File: src/rtl/uart_les_pkg.sv
package uart_les_pkg;
  localparam int STAT_W   = 12;
  localparam int BIT_BRK  = 3;
  localparam int BIT_FRM  = 4;
  localparam int BIT_PAR  = 5;
  localparam int BIT_OVR  = 6;
  localparam int BIT_LIVE = 7;
  localparam int N_FLAGS  = 4;   // sticky flags, index 0..3 map to status bits 3..6
  localparam int TAG_W    = 3;

  typedef struct packed {
    logic brk;
    logic par;
    logic frm;
  } err_tag_t;
endpackage

File: src/rtl/uart_les_sticky.sv
module uart_les_sticky #(
  parameter int N = 4
) (
  input  logic         clk,
  input  logic         rst,
  input  logic [N-1:0] set,
  input  logic         clr,
  output logic [N-1:0] flags
);
  for (genvar i = 0; i < N; i++) begin : g_flag
    always_ff @(posedge clk) begin
      if (rst)         flags[i] <= 1'b0;
      else if (set[i]) flags[i] <= 1'b1;
      else if (clr)    flags[i] <= 1'b0;
    end

    // an event in a clearing cycle must survive
    assert_set_wins_R5: assert property (@(posedge clk) disable iff (rst)
      set[i] |=> flags[i]);
    assert_read_clears_R4: assert property (@(posedge clk) disable iff (rst)
      (clr && !set[i]) |=> !flags[i]);
  end
endmodule

File: src/rtl/uart_les_tagq.sv
module uart_les_tagq
  import uart_les_pkg::*;
#(
  parameter int DEPTH = 16
) (
  input  logic     clk,
  input  logic     rst,
  input  logic     push,
  input  logic     pop,
  input  err_tag_t tag_in,
  output err_tag_t head,
  output logic     drop
);
  localparam int AW = (DEPTH > 1) ? $clog2(DEPTH) : 1;
  localparam int CW = $clog2(DEPTH + 1);
  localparam logic [CW-1:0] FULL_CNT = CW'(DEPTH);
  localparam logic [AW-1:0] LAST_IX  = AW'(DEPTH - 1);

  logic [TAG_W-1:0] mem [DEPTH];
  logic [AW-1:0]    wptr, rptr, rptr_nx;
  logic [CW-1:0]    cnt, cnt_nx;
  logic             empty, full, do_push, do_pop;

  function automatic logic [AW-1:0] nxt(input logic [AW-1:0] p);
    return (p == LAST_IX) ? '0 : p + 1'b1;
  endfunction

  always_comb begin
    empty   = (cnt == '0);
    full    = (cnt == FULL_CNT);
    do_pop  = pop & ~empty;
    do_push = push & (~full | do_pop);
    drop    = push & full & ~do_pop;
    rptr_nx = do_pop ? nxt(rptr) : rptr;
    cnt_nx  = cnt + CW'(do_push) - CW'(do_pop);
  end

  // tag storage, no reset so it maps onto RAM
  always_ff @(posedge clk) begin
    if (do_push) mem[wptr] <= tag_in;
  end

  always_ff @(posedge clk) begin
    if (rst) begin
      wptr <= '0;
      rptr <= '0;
      cnt  <= '0;
      head <= '0;
    end else begin
      if (do_push) wptr <= nxt(wptr);
      rptr <= rptr_nx;
      cnt  <= cnt_nx;
      if (cnt_nx == '0)
        head <= '0;
      else if (do_push && (empty || (cnt == CW'(1) && do_pop)))
        head <= tag_in;              // new byte lands straight at the head
      else
        head <= err_tag_t'(mem[rptr_nx]);
    end
  end

  assert_cnt_bound_R6: assert property (@(posedge clk) disable iff (rst)
    cnt <= FULL_CNT);
  assert_drop_holds_cnt_R6: assert property (@(posedge clk) disable iff (rst)
    drop |=> (cnt == FULL_CNT));
  assert_empty_pop_R10: assert property (@(posedge clk) disable iff (rst)
    (pop && empty && !push) |=> (cnt == '0));
endmodule

File: src/rtl/uart_line_err_status.sv
module uart_line_err_status
  import uart_les_pkg::*;
#(
  parameter int DEPTH = 16
) (
  input  logic              clk,
  input  logic              rst,
  input  logic              wide_mode,
  input  logic              rx_done,
  input  logic              rx_frm_err,
  input  logic              rx_par_err,
  input  logic              rx_brk,
  input  logic              brk_live,
  input  logic              fifo_pop,
  input  logic              stat_rd,
  output logic [STAT_W-1:0] status
);
  err_tag_t             in_tag, head;
  logic                 drop, live_q;
  logic [N_FLAGS-1:0]   ev, flags;

  assign in_tag = '{brk: rx_brk, par: rx_par_err, frm: rx_frm_err};
  // index 0 brk, 1 frm, 2 par, 3 overrun
  assign ev = {drop, rx_done & rx_par_err, rx_done & rx_frm_err, rx_done & rx_brk};

  uart_les_tagq #(.DEPTH(DEPTH)) u_tagq (
    .clk(clk), .rst(rst), .push(rx_done), .pop(fifo_pop),
    .tag_in(in_tag), .head(head), .drop(drop)
  );

  uart_les_sticky #(.N(N_FLAGS)) u_sticky (
    .clk(clk), .rst(rst), .set(ev), .clr(stat_rd), .flags(flags)
  );

  always_ff @(posedge clk) begin
    if (rst) live_q <= 1'b0;
    else     live_q <= brk_live;
  end

  always_comb begin
    status           = '0;
    status[BIT_LIVE] = live_q;
    status[BIT_OVR]  = flags[3];
    if (wide_mode) begin
      status[BIT_BRK] = head.brk;
      status[BIT_FRM] = head.frm;
      status[BIT_PAR] = head.par;
    end else begin
      status[BIT_BRK] = flags[0];
      status[BIT_FRM] = flags[1];
      status[BIT_PAR] = flags[2];
    end
  end

  assert_live_track_R7: assert property (@(posedge clk) disable iff (rst)
    1'b1 |=> (status[BIT_LIVE] == $past(brk_live)));
  assert_overrun_flag_R6: assert property (@(posedge clk) disable iff (rst)
    drop |=> status[BIT_OVR]);
  assert_wide_read_stable_R9: assert property (@(posedge clk) disable iff (rst)
    (wide_mode && stat_rd && !rx_done && !fifo_pop) |=>
      (!wide_mode || $stable(status[BIT_PAR:BIT_BRK])));
endmodule

File: config.mk
export PLATFORM = sky130hd
export DESIGN_NAME = uart_line_err_status
export DESIGN_NICKNAME = d
export VERILOG_FILES = /design/src/rtl/uart_les_pkg.sv /design/src/rtl/uart_les_sticky.sv /design/src/rtl/uart_les_tagq.sv /design/src/rtl/uart_line_err_status.sv
export SDC_FILE = /design/constraint.sdc
export NUM_CORES = 1
export LEC_CHECK = 0
export ABC_AREA = 0
export CAP_MARGIN = 15
export CORE_UTILIZATION = 30
export DETAILED_ROUTE_END_ITERATION = 6
export SLEW_MARGIN = 40
export SYNTH_ARGS = -nofsm -noshare
export SYNTH_HDL_FRONTEND = slang
export SYNTH_SLANG_ARGS = --single-unit
File: constraint.sdc
create_clock -name clk -period 5.63 [get_ports clk]
set_clock_uncertainty 0.1 [all_clocks]
set_input_delay 1.126 -clock clk [delete_from_list [all_inputs] [get_ports clk]]
set_output_delay 1.126 -clock clk [all_outputs]
set_load 0.05 [all_outputs]
Word-level counts from Yosys, hierarchy flattened
Memories as Yosys holds them, arrays and structs flattened.
Cells that the tools add are included.
{ "word_totals": {"ram_bits": 48, "n_memories": 1, "reg_bits": 21} }
{ "memory_table": {"columns": ["memory", "depth", "width", "rd", "rd_ports_with_merged_regs", "wr", "line_no", "rtl"], "rows": [
  ["u_tagq.mem", 16, 3, 1, 0, 1, "uart_les_tagq.sv:19", "logic [TAG_W-1:0] mem [DEPTH];"]
]} }
{ "classes": {"eq_ne": 4, "n_addsub": 4, "bitwise_logic": 11, "muxes": 12, "n_reduce_logical": 10} }
{ "ops": {"columns": ["cell", "count"], "rows": [
  ["$mux W4", 3],
  ["$logic_not A5 Y1", 2],
  ["$add A4 B1 Y4 const B", 2],
  ["$eq A4 B4 Y1 const B", 2],
  ["$reduce_bool A2 Y1", 4],
  ["$and A1 B1 Y1", 7],
  ["$mux W1", 7],
  ["$mux W3", 2],
  ["$add A5 B1 Y5", 1],
  ["$eq A5 B1 Y1 const B", 1],
  ["$eq A5 B5 Y1 const B", 1],
  ["$sub A5 B1 Y5", 1],
  ["$not A1 Y1", 3],
  ["$logic_and A1 B1 Y1", 2],
  ["$reduce_or A2 Y1", 1],
  ["$logic_or A1 B1 Y1", 1],
  ["$or A1 B1 Y1", 1]
]} }

Depth between registers and ports, before layout
Gate-level depths: netlist of run 1.
{ "logic_depth": {"ltp_word": 9, "mapped_depth": 16} }

Hierarchy
From an unflattened synthesis of run 1, not the netlist that was laid out.
{ "unflattened": {"hier_cells": 271, "hier_area_um2": 3248.1} }
{ "by_module_without_submodules": {"columns": ["mod", "area_per_inst_um2", "cells_each", "n_inst"], "rows": [
  ["uart_les_tagq", 2965.3, 238, 1],
  ["uart_line_err_status", 142.6, 17, 1],
  ["uart_les_sticky", 140.1, 16, 1]
]} }

Worst setup path after synthesis of run 1
OpenSTA, ideal clock, no wires.
{ "synth_path": {"kind": "input to register", "start": "input fifo_pop", "end": "register, netlist name u_tagq.head[0]", "stages": 13, "path_slack_ns": 2.003, "required_time_ns": 5.401, "arrival_time_ns": 3.397, "setup_time_ns": 0.129, "path_cell_list": "clkbuf_1 or4b_1 nand2_1 inv_2 ha_1 fa_1 a21oi_1 nor2_1 nor2_1 xnor2_1 a31oi_1 o21ai_0 o32ai_2"} }
{ "synth_between": {"elab_chain_cells": 7, "elab_cells_between_ends": 13, "cone_classes": "add/sub: 2; mux: 2; bitwise: 3; reduce/logical: 5; memory: 1"} }
{ "synth_lines": {"columns": ["element", "line_no", "rtl"], "rows": [
  ["start, declared", "uart_line_err_status.sv:14", "input logic fifo_pop,"],
  ["$and A1 B1 Y1 *", "uart_les_tagq.sv:31", "do_pop = pop & ~empty;"],
  ["$or A1 B1 Y1 *", "uart_les_tagq.sv:32", "do_push = push & (~full | do_pop);"],
  ["$and A1 B1 Y1 *", "uart_les_tagq.sv:32", null],
  ["net u_tagq.do_push", "uart_les_tagq.sv:22", "logic empty, full, do_push, do_pop;"],
  ["$add A5 B1 Y5", "uart_les_tagq.sv:35", "cnt_nx = cnt + CW'(do_push) - CW'(do_pop);"],
  ["$sub A5 B1 Y5", "uart_les_tagq.sv:35", null],
  ["$logic_not A5 Y1", "uart_les_tagq.sv:53", "if (cnt_nx == '0)"],
  ["$reduce_or A2 Y1 (no source line)", null, null]
]} }
The timed path passes the listed nets; every way through them passes the cells marked *.
A chain may end at the register's enable or synchronous reset.

Worst setup path in the final report of run 1
{ "layout_path": {"start": "input fifo_pop", "end": "register, netlist name u_tagq.head[0]"} }
{ "layout_between": {"elab_chain_cells": 7, "elab_cells_between_ends": 13, "cone_classes": "add/sub: 2; mux: 2; bitwise: 3; reduce/logical: 5; memory: 1"} }
{ "layout_lines": {"columns": ["element", "line_no"], "rows": [
  ["$and A1 B1 Y1 *", "uart_les_tagq.sv:31"],
  ["$or A1 B1 Y1 *", "uart_les_tagq.sv:32"],
  ["$and A1 B1 Y1 *", "uart_les_tagq.sv:32"],
  ["net u_tagq.do_push", "uart_les_tagq.sv:22"],
  ["$add A5 B1 Y5", "uart_les_tagq.sv:35"],
  ["$sub A5 B1 Y5", "uart_les_tagq.sv:35"],
  ["$logic_not A5 Y1", "uart_les_tagq.sv:53"],
  ["$reduce_or A2 Y1 (no source line)", null]
]} }
Marked as above.

==> metrics.md, run 1 <==
| Metric | Value |
|---|---|
| Slew @ Worst Pin | 0.768 ns |
| Power density over the cells | 423 nW/um^2 |
| CTS max path bufs | 2 |
| Slowest cell on crit path | or4b_1 |
| Crit end category | flip-flop |
| Share of cells above drive strength 1 | 9.80% |
| RSZ-0062 raised after global routing | false |
| Filler Cell Count | 1028 |
| CTS root buffer | clkbuf_8 |
| Initial DRC Count | 122 |
| Mean Syn Cell Area | 11.5 um^2 |
| Post-DP HPWL | 4800 um |
| Largest net degree at the start of global routing | 20 |
| Final worst path period share | 70.7% |
| Chip height | 107 um |
| Die span in x | 107 um |
| Post-synthesis cell count | 287 |
| TritonRoute pass-1 iters | 4 |
| H-tree depth | 3 |
| #FFs+latches synth | 69 |
| Status | completed |
| Remaining global-route overflow | 0 |
| Gp weighted congestion | 0.801 |
| Die area | 11400 um^2 |
| Global-route wire length before repair | 11200 um |
| Clock transition at path regs | 0.07 ns |
| Multi-input combinational cell area | 1300 um^2 |
| Distinct cells, synth | 43 |
| Crit-path max FO | 8 |
| Worst rel slew slack | 48.6% |
| VDD IR-drop max | 0.150 mV |
| Io pins | 22 |
| Hold WS | 0.416 ns |
| Synthesis-to-layout area growth | 12.1% |
| Nets | 323 |
| Setup Fix Bufs, Post-CTS | 0 |
| CP dominant cell by count | nor2_1 |
| Pre-CTS WS | 1.31 ns |
| TritonCTS clock tree | done |
| Sequential Area | 1860 um^2 |
| Worst setup margin | 1.65 ns |
| Data arrival, critical path | 4.12 ns |
| Hold path cells | 2 |
| Critical path type | input port to flip-flop |
| DR DRC count | 0 |
| R2R setup slack | 2.03 ns |
| Number of global-route vias before repair | 2191 |
| Slew Viols, Final | 0 |
| Commonest non-fill, non-tap cells in the layout | 48 x edfxtp_1, 32 x nor2_1, 31 x nand2_1 |
| GR Util All Layers | 13.2% |
| PostCTS Resize Cnt | 0 |
| Final Hold Vio Count | 0 |
| Core Rows | 37 |
| Avg WL per Cell | 15.4 um |
| Critical path required time | 5.78 ns |
| Buffers on Ports | 14 |
| Routed via count | 2154 |
| Largest stage delay on the critical path | 0.58 ns |
| Worst reg-to-reg path cell count | 16 |
| Commonest non-fill, non-tap cell in the layout | edfxtp_1 |
| Sequential-to-total area share from yosys stat | 56.3% |
| Placed Area | 3520 um^2 |
| CTS Buf Count | 9 |
| Antenna-violating nets left | 0 |
| F_max | 251 MHz |
| Mapped cell area | 3310 um^2 |
| Final Core Density | 35.3% |
| Core ar. | 10500 um^2 |
| Initial core utilization | 31.5% |
| Total length of routed wires | 6810 um |
| CP Launch Type | input port |
| Min-Delay Path Class | flip-flop to flip-flop |
| Setup violators final | 0 |
| CTS sink count | 69 |
| CP cell instances | clkdlybuf4s50_1, or4b_1, nand2_1, inv_2, ha_1, fa_1, a21oi_1, nor2_1, nor2_1, xnor2_1, a31oi_1, o21ai_0, o32ai_2 |
| Vias/cell | 4.87 |
| Warnings, synthesis | 0 |
| Leakage | 1.36 nW |
| Initial antenna violation count | 0 |
| Final Critical Period | 3.98 ns |
| Hold Buf Count CTS | 0 |
| Clk Latency, worst-skew pair | 0.34 ns |
| Setup TNS | 0 ns |
| Diodes inserted | 0 |
| Finished layout cell area | 3710 um^2 |
| Max-Cap Viols | 0 |
registers in the layout, summed over array words and instances (netlist names):
signal / cells
u_sticky.flags: 4
u_tagq.wptr: 4
u_tagq.cnt: 5
live_q: 1
u_tagq.rptr: 4
u_tagq.head: 3
u_tagq.mem: 48
routing by layer:
metal | up-vias | GRT usage (%) | wire length [um]
li1 | 1060 | - | -
met1 | 1042 | 15.9 | 3120
met2 | 41 | 22.5 | 3320
met3 | 11 | 3.47 | 245
met4 | 0 | 4.99 | 127
met5 | - | 0 | 0
per-stage QoR:
stage,power (W),cells
6_report,0.00157,442
5_1_grt,0.00167,442
4_1_cts,0.00158,442
3_5_place_dp,0.00119,426
3_3_place_gp,0.00118,426
2_1_floorplan,0.00108,293
final timing paths:
| path | from | end |
|---|---|---|
| min reg2reg | u_sticky.flags[1]$_SDFFE_PP0P_ | u_sticky.flags[1]$_SDFFE_PP0P_ |
| max | fifo_pop | u_tagq.head[0]$_SDFF_PP0_ |
| max reg2reg | u_tagq.cnt[3]$_SDFF_PP0_ | u_tagq.head[0]$_SDFF_PP0_ |
| min | u_sticky.flags[1]$_SDFFE_PP0P_ | u_sticky.flags[1]$_SDFFE_PP0P_ |
synth_stat cells, drive strengths merged:
cell type,n,share of area (%)
clkbuf,5,0.57
a41o,1,0.30
nor2,32,3.6
mux2,7,2.4
xnor2,2,0.53
mux2i,22,6.7
nand2,31,3.5
dfxtp,21,13
nor4b,1,0.26
a21o,3,0.68
conb,1,0.11
and3,2,0.38
a22oi,10,2.3
a32oi,3,0.79
ha,11,4.2
inv,12,1.4
o21ai,9,1.5
and2,1,0.19
or4b,2,0.72
nor4,1,0.19
nand3,8,1.2
fa,1,0.61
edfxtp,48,44
nor2b,4,0.76
nand2b,4,0.76
nor3b,1,0.23
a31oi,2,0.38
buf,13,3.4
o211ai,3,0.68
o221a,3,1.0
or3,1,0.19
a21oi,11,1.7
xor2,3,0.79
o32ai,3,1.0
nor3,5,0.76
cells by family after synthesis:
family                   share of synthesized area [%]
AND/OR/NAND/NOR                                   12.8
buffers and inverters                             5.37
flip-flops                                        56.3
XOR/XNOR                                          1.32
AO/OA/AOI/OAI                                     10.3
other                                            0.113
adder cells (fa/ha/maj)                           4.77
multiplexers                                      9.04
worst max-delay path: cells and delay by family:
family                   cells  cell delay (ns)
AND/OR/NAND/NOR              4             0.92
AO/OA/AOI/OAI                4             0.69
adder cells (fa/ha/maj)      2             0.65
buffers and inverters        2             0.62
XOR/XNOR                     1             0.12
cell type report:
class / count / share of cell area (%)
sequential: 69 / 50.2
clock buffer: 11 / 3.81
clock inverter: 5 / 1.35
multi-input combinational: 194 / 35.0
inverter: 12 / 1.21
tap: 136 / 4.59
timing repair buffer: 15 / 3.85
power breakdown:
group | internal, W | switching [W] | total, W | leakage [nW]
Combinational | 0.000236 | 0.000327 | 0.000562 | 0.660
Clock | 0.000213 | 0.000176 | 0.000389 | 0.0944
Sequential | 0.000582 | 0.0000354 | 0.000617 | 0.607
Total | 0.00103 | 0.000538 | 0.00157 | 1.36
(Power assumes the default switching activity.)
==> run 2: changes to the inputs <==
==> constraint.sdc (replaced) <==
create_clock -name clk -period 3.8 [get_ports clk]
set_clock_uncertainty 0.1 [all_clocks]
set_input_delay 0.76 -clock clk [delete_from_list [all_inputs] [get_ports clk]]
set_output_delay 0.76 -clock clk [all_outputs]
set_load 0.05 [all_outputs]
==> run 2 against run 1 <==
  * Largest power group unchanged
  * Power rose by 49%
  * Clock power rose by 49%
  * Count of clock-buffer cells in the layout fell by 2
  * Highest routed layer unchanged
  * Critical path depth rose by 3
  * Sequential share of layout area fell by 0.55 points
==> metrics.md, run 2 (synthesized netlist as in run 1, its figures left out) <==
| Metric | Value |
|---|---|
| Status | completed (unchanged) |
| VDD IR-drop max | 0.214 mV (was 0.150 mV) |
| Diodes inserted | 0 (unchanged) |
| Chip height | 107 um (unchanged) |
| Remaining global-route overflow | 0 (unchanged) |
| Data arrival, critical path | 3.48 ns (was 4.12 ns) |
| Initial DRC Count | 92 (was 122) |
| Clk Latency, worst-skew pair | 0.35 ns (was 0.34 ns) |
| Finished layout cell area | 3750 um^2 (was 3710 um^2) |
| Crit-path max FO | 5 (was 8) |
| Final Critical Period | 3.31 ns |
| Core ar. | 10500 um^2 (unchanged) |
| PostCTS Resize Cnt | 0 (unchanged) |
| Clock transition at path regs | 0.07 ns (about the same) |
| Slew @ Worst Pin | 0.775 ns (was 0.768 ns) |
| Initial core utilization | 31.5% (unchanged) |
| Die area | 11400 um^2 (unchanged) |
| Final Hold Vio Count | 0 (unchanged) |
| Placed Area | 3560 um^2 (was 3520 um^2) |
| Worst rel slew slack | 48.1% (was 48.6%) |
| Critical path type | flip-flop to flip-flop (was input port to flip-flop) |
| H-tree depth | 3 (unchanged) |
| F_max | 302 MHz |
| CP Launch Type | flip-flop (was input port) |
| TritonRoute pass-1 iters | 4 (unchanged) |
| Largest register FFs | 48 (unchanged) |
| Top Registers | u_tagq.mem: 48 flops, u_tagq.cnt: 5 flops (unchanged) |
| Avg WL per Cell | 14.8 um (was 15.4 um) |
| Slew Viols, Final | 0 (unchanged) |
| Post-Layout Cell Count | 448 (was 442) |
| Initial antenna violation count | 0 (unchanged) |
| Critical path required time | 3.96 ns (was 5.78 ns) |
| CP cell instances | inv_1, ha_1, or4b_4, nand2_1, inv_2, ha_1, inv_1, ha_1, fa_1, a21oi_1, nor2_1, nor2_1, xnor2_1, a31oi_1, o21ai_0, o32ai_2 (was clkdlybuf4s50_1, or4b_1, nand2_1, inv_2, ha_1, fa_1, a21oi_1, nor2_1, nor2_1, xnor2_1, a31oi_1, o21ai_0, o32ai_2) |
| Largest net degree at the start of global routing | 20 (unchanged) |
| Vias/cell | 4.84 (was 4.87) |
| CTS max path bufs | 2 (unchanged) |
| Gp weighted congestion | 0.789 (was 0.801) |
| Power density over the cells | 622 nW/um^2 (was 423 nW/um^2) |
| Crit end category | flip-flop (unchanged) |
| Max-Cap Viols | 0 (unchanged) |
| Total length of routed wires | 6640 um (was 6810 um) |
| DR DRC count | 0 (unchanged) |
| Synthesis-to-layout area growth | 13.4% (was 12.1%) |
| Number of global-route vias before repair | 2118 (was 2191) |
| Nets | 329 (was 323) |
| Io pins | 22 (unchanged) |
| Setup TNS | 0 ns (unchanged) |
| Antenna-violating nets left | 0 (unchanged) |
| Share of cells above drive strength 1 | 11.5% (was 9.80%) |
| CP dominant cell by count | ha_1 (was nor2_1) |
| Commonest non-fill, non-tap cell in the layout | edfxtp_1 (unchanged) |
| Final worst path period share | 87.2% |
| Die span in x | 107 um (unchanged) |
| Buffers on Ports | 14 (unchanged) |
| GR Util All Layers | 12.9% (was 13.2%) |
| Global-route wire length before repair | 10900 um (was 11200 um) |
| Top reg by flops | u_tagq.mem (unchanged) |
| Core Rows | 37 (unchanged) |
| CTS Buf Count | 9 (unchanged) |
| Slowest cell on crit path | or4b_4 (was or4b_1) |
| RSZ-0062 raised after global routing | false (unchanged) |
| Setup violators final | 0 (unchanged) |
| Min-Delay Path Class | flip-flop to flip-flop (unchanged) |
| Setup Fix Bufs, Post-CTS | 0 (unchanged) |
| Placed cell count | 432 (was 426) |
| Largest stage delay on the critical path | 0.51 ns (was 0.58 ns) |
| CTS root buffer | clkbuf_8 (unchanged) |
| Hold Buf Count CTS | 0 (unchanged) |
| Post-DP HPWL | 4780 um (was 4800 um) |
| Leakage | 1.38 nW (was 1.36 nW) |
| CTS sink count | 69 (unchanged) |
| TritonCTS clock tree | done (unchanged) |
| Routed via count | 2169 (was 2154) |
| Commonest non-fill, non-tap cells in the layout | 48 x edfxtp_1, 32 x nor2_1, 31 x nand2_1 (unchanged) |
## run 2: changes by cell type in the layout (fill, tap and decap cells not counted), sizes merged
| cell | previous run | this run |
|---|---|---|
| clkinv | 3 | 4 |
| clkinvlp | 1 | 2 |
| clkdlybuf4s50 | 13 | 14 |
| clkbuf | 11 | 9 |
| buf | 2 | 7 |
## run 2: final cells by class
type                       instances  area [um^2]
clock inverter                     7         66.3
multi-input combinational        194         1290
tap                              136          170
sequential                        69         1860
timing repair buffer              21          193
clock buffer                       9          124
fill                            1034         6760
inverter                          12         45.0
## run 2: power breakdown
group / internal (W) / leakage [nW] / switching, W
Clock: 0.000298 / 0.0903 / 0.000280
Sequential: 0.000861 / 0.607 / 0.0000502
Combinational: 0.000363 / 0.688 / 0.000479
Total: 0.00152 / 1.38 / 0.000810
## run 2: metrics by stage
step / utilization (%) / power [W] / setup slack [ns] / hold WS (ns)
floorplan: - / 0.00160 / 0.539 / 0.361
global placement: 33.9 / 0.00175 / 0.253 / 0.386
detailed placement: 33.9 / 0.00177 / 0.153 / 0.387
CTS: 35.7 / 0.00235 / 0.471 / 0.407
global route: 35.7 / 0.00248 / 0.212 / 0.457
finish: 35.7 / 0.00233 / 0.486 / 0.404
## run 2: final timing paths
path,startpoint,endpoint,slack (ns),cells past startpoint
worst min-delay path,u_sticky.flags[2]$_SDFFE_PP0P_,u_sticky.flags[2]$_SDFFE_PP0P_,0.40,2
worst max-delay path,u_tagq.cnt[2]$_SDFF_PP0_,u_tagq.head[0]$_SDFF_PP0_,0.49,16
worst max register to register,u_tagq.cnt[2]$_SDFF_PP0_,u_tagq.head[0]$_SDFF_PP0_,0.49,16
worst min register to register,u_sticky.flags[2]$_SDFFE_PP0P_,u_sticky.flags[2]$_SDFFE_PP0P_,0.40,2
## run 2: layer usage
layer  wire (um)  track usage (%)
met5           0                0
met4         126             6.75
met3         198             2.37
met2        3110             20.7
met1        3210             16.5
## run 2: critical path, delay by kind of cell, from the launching register on
family          cells  cell delay, ns
flops               1            0.32
buf+inv             3            0.17
simple gates        4            0.78
compound gates      4            0.67
xor+xnor            1            0.12
fa+ha+maj           4            1.08
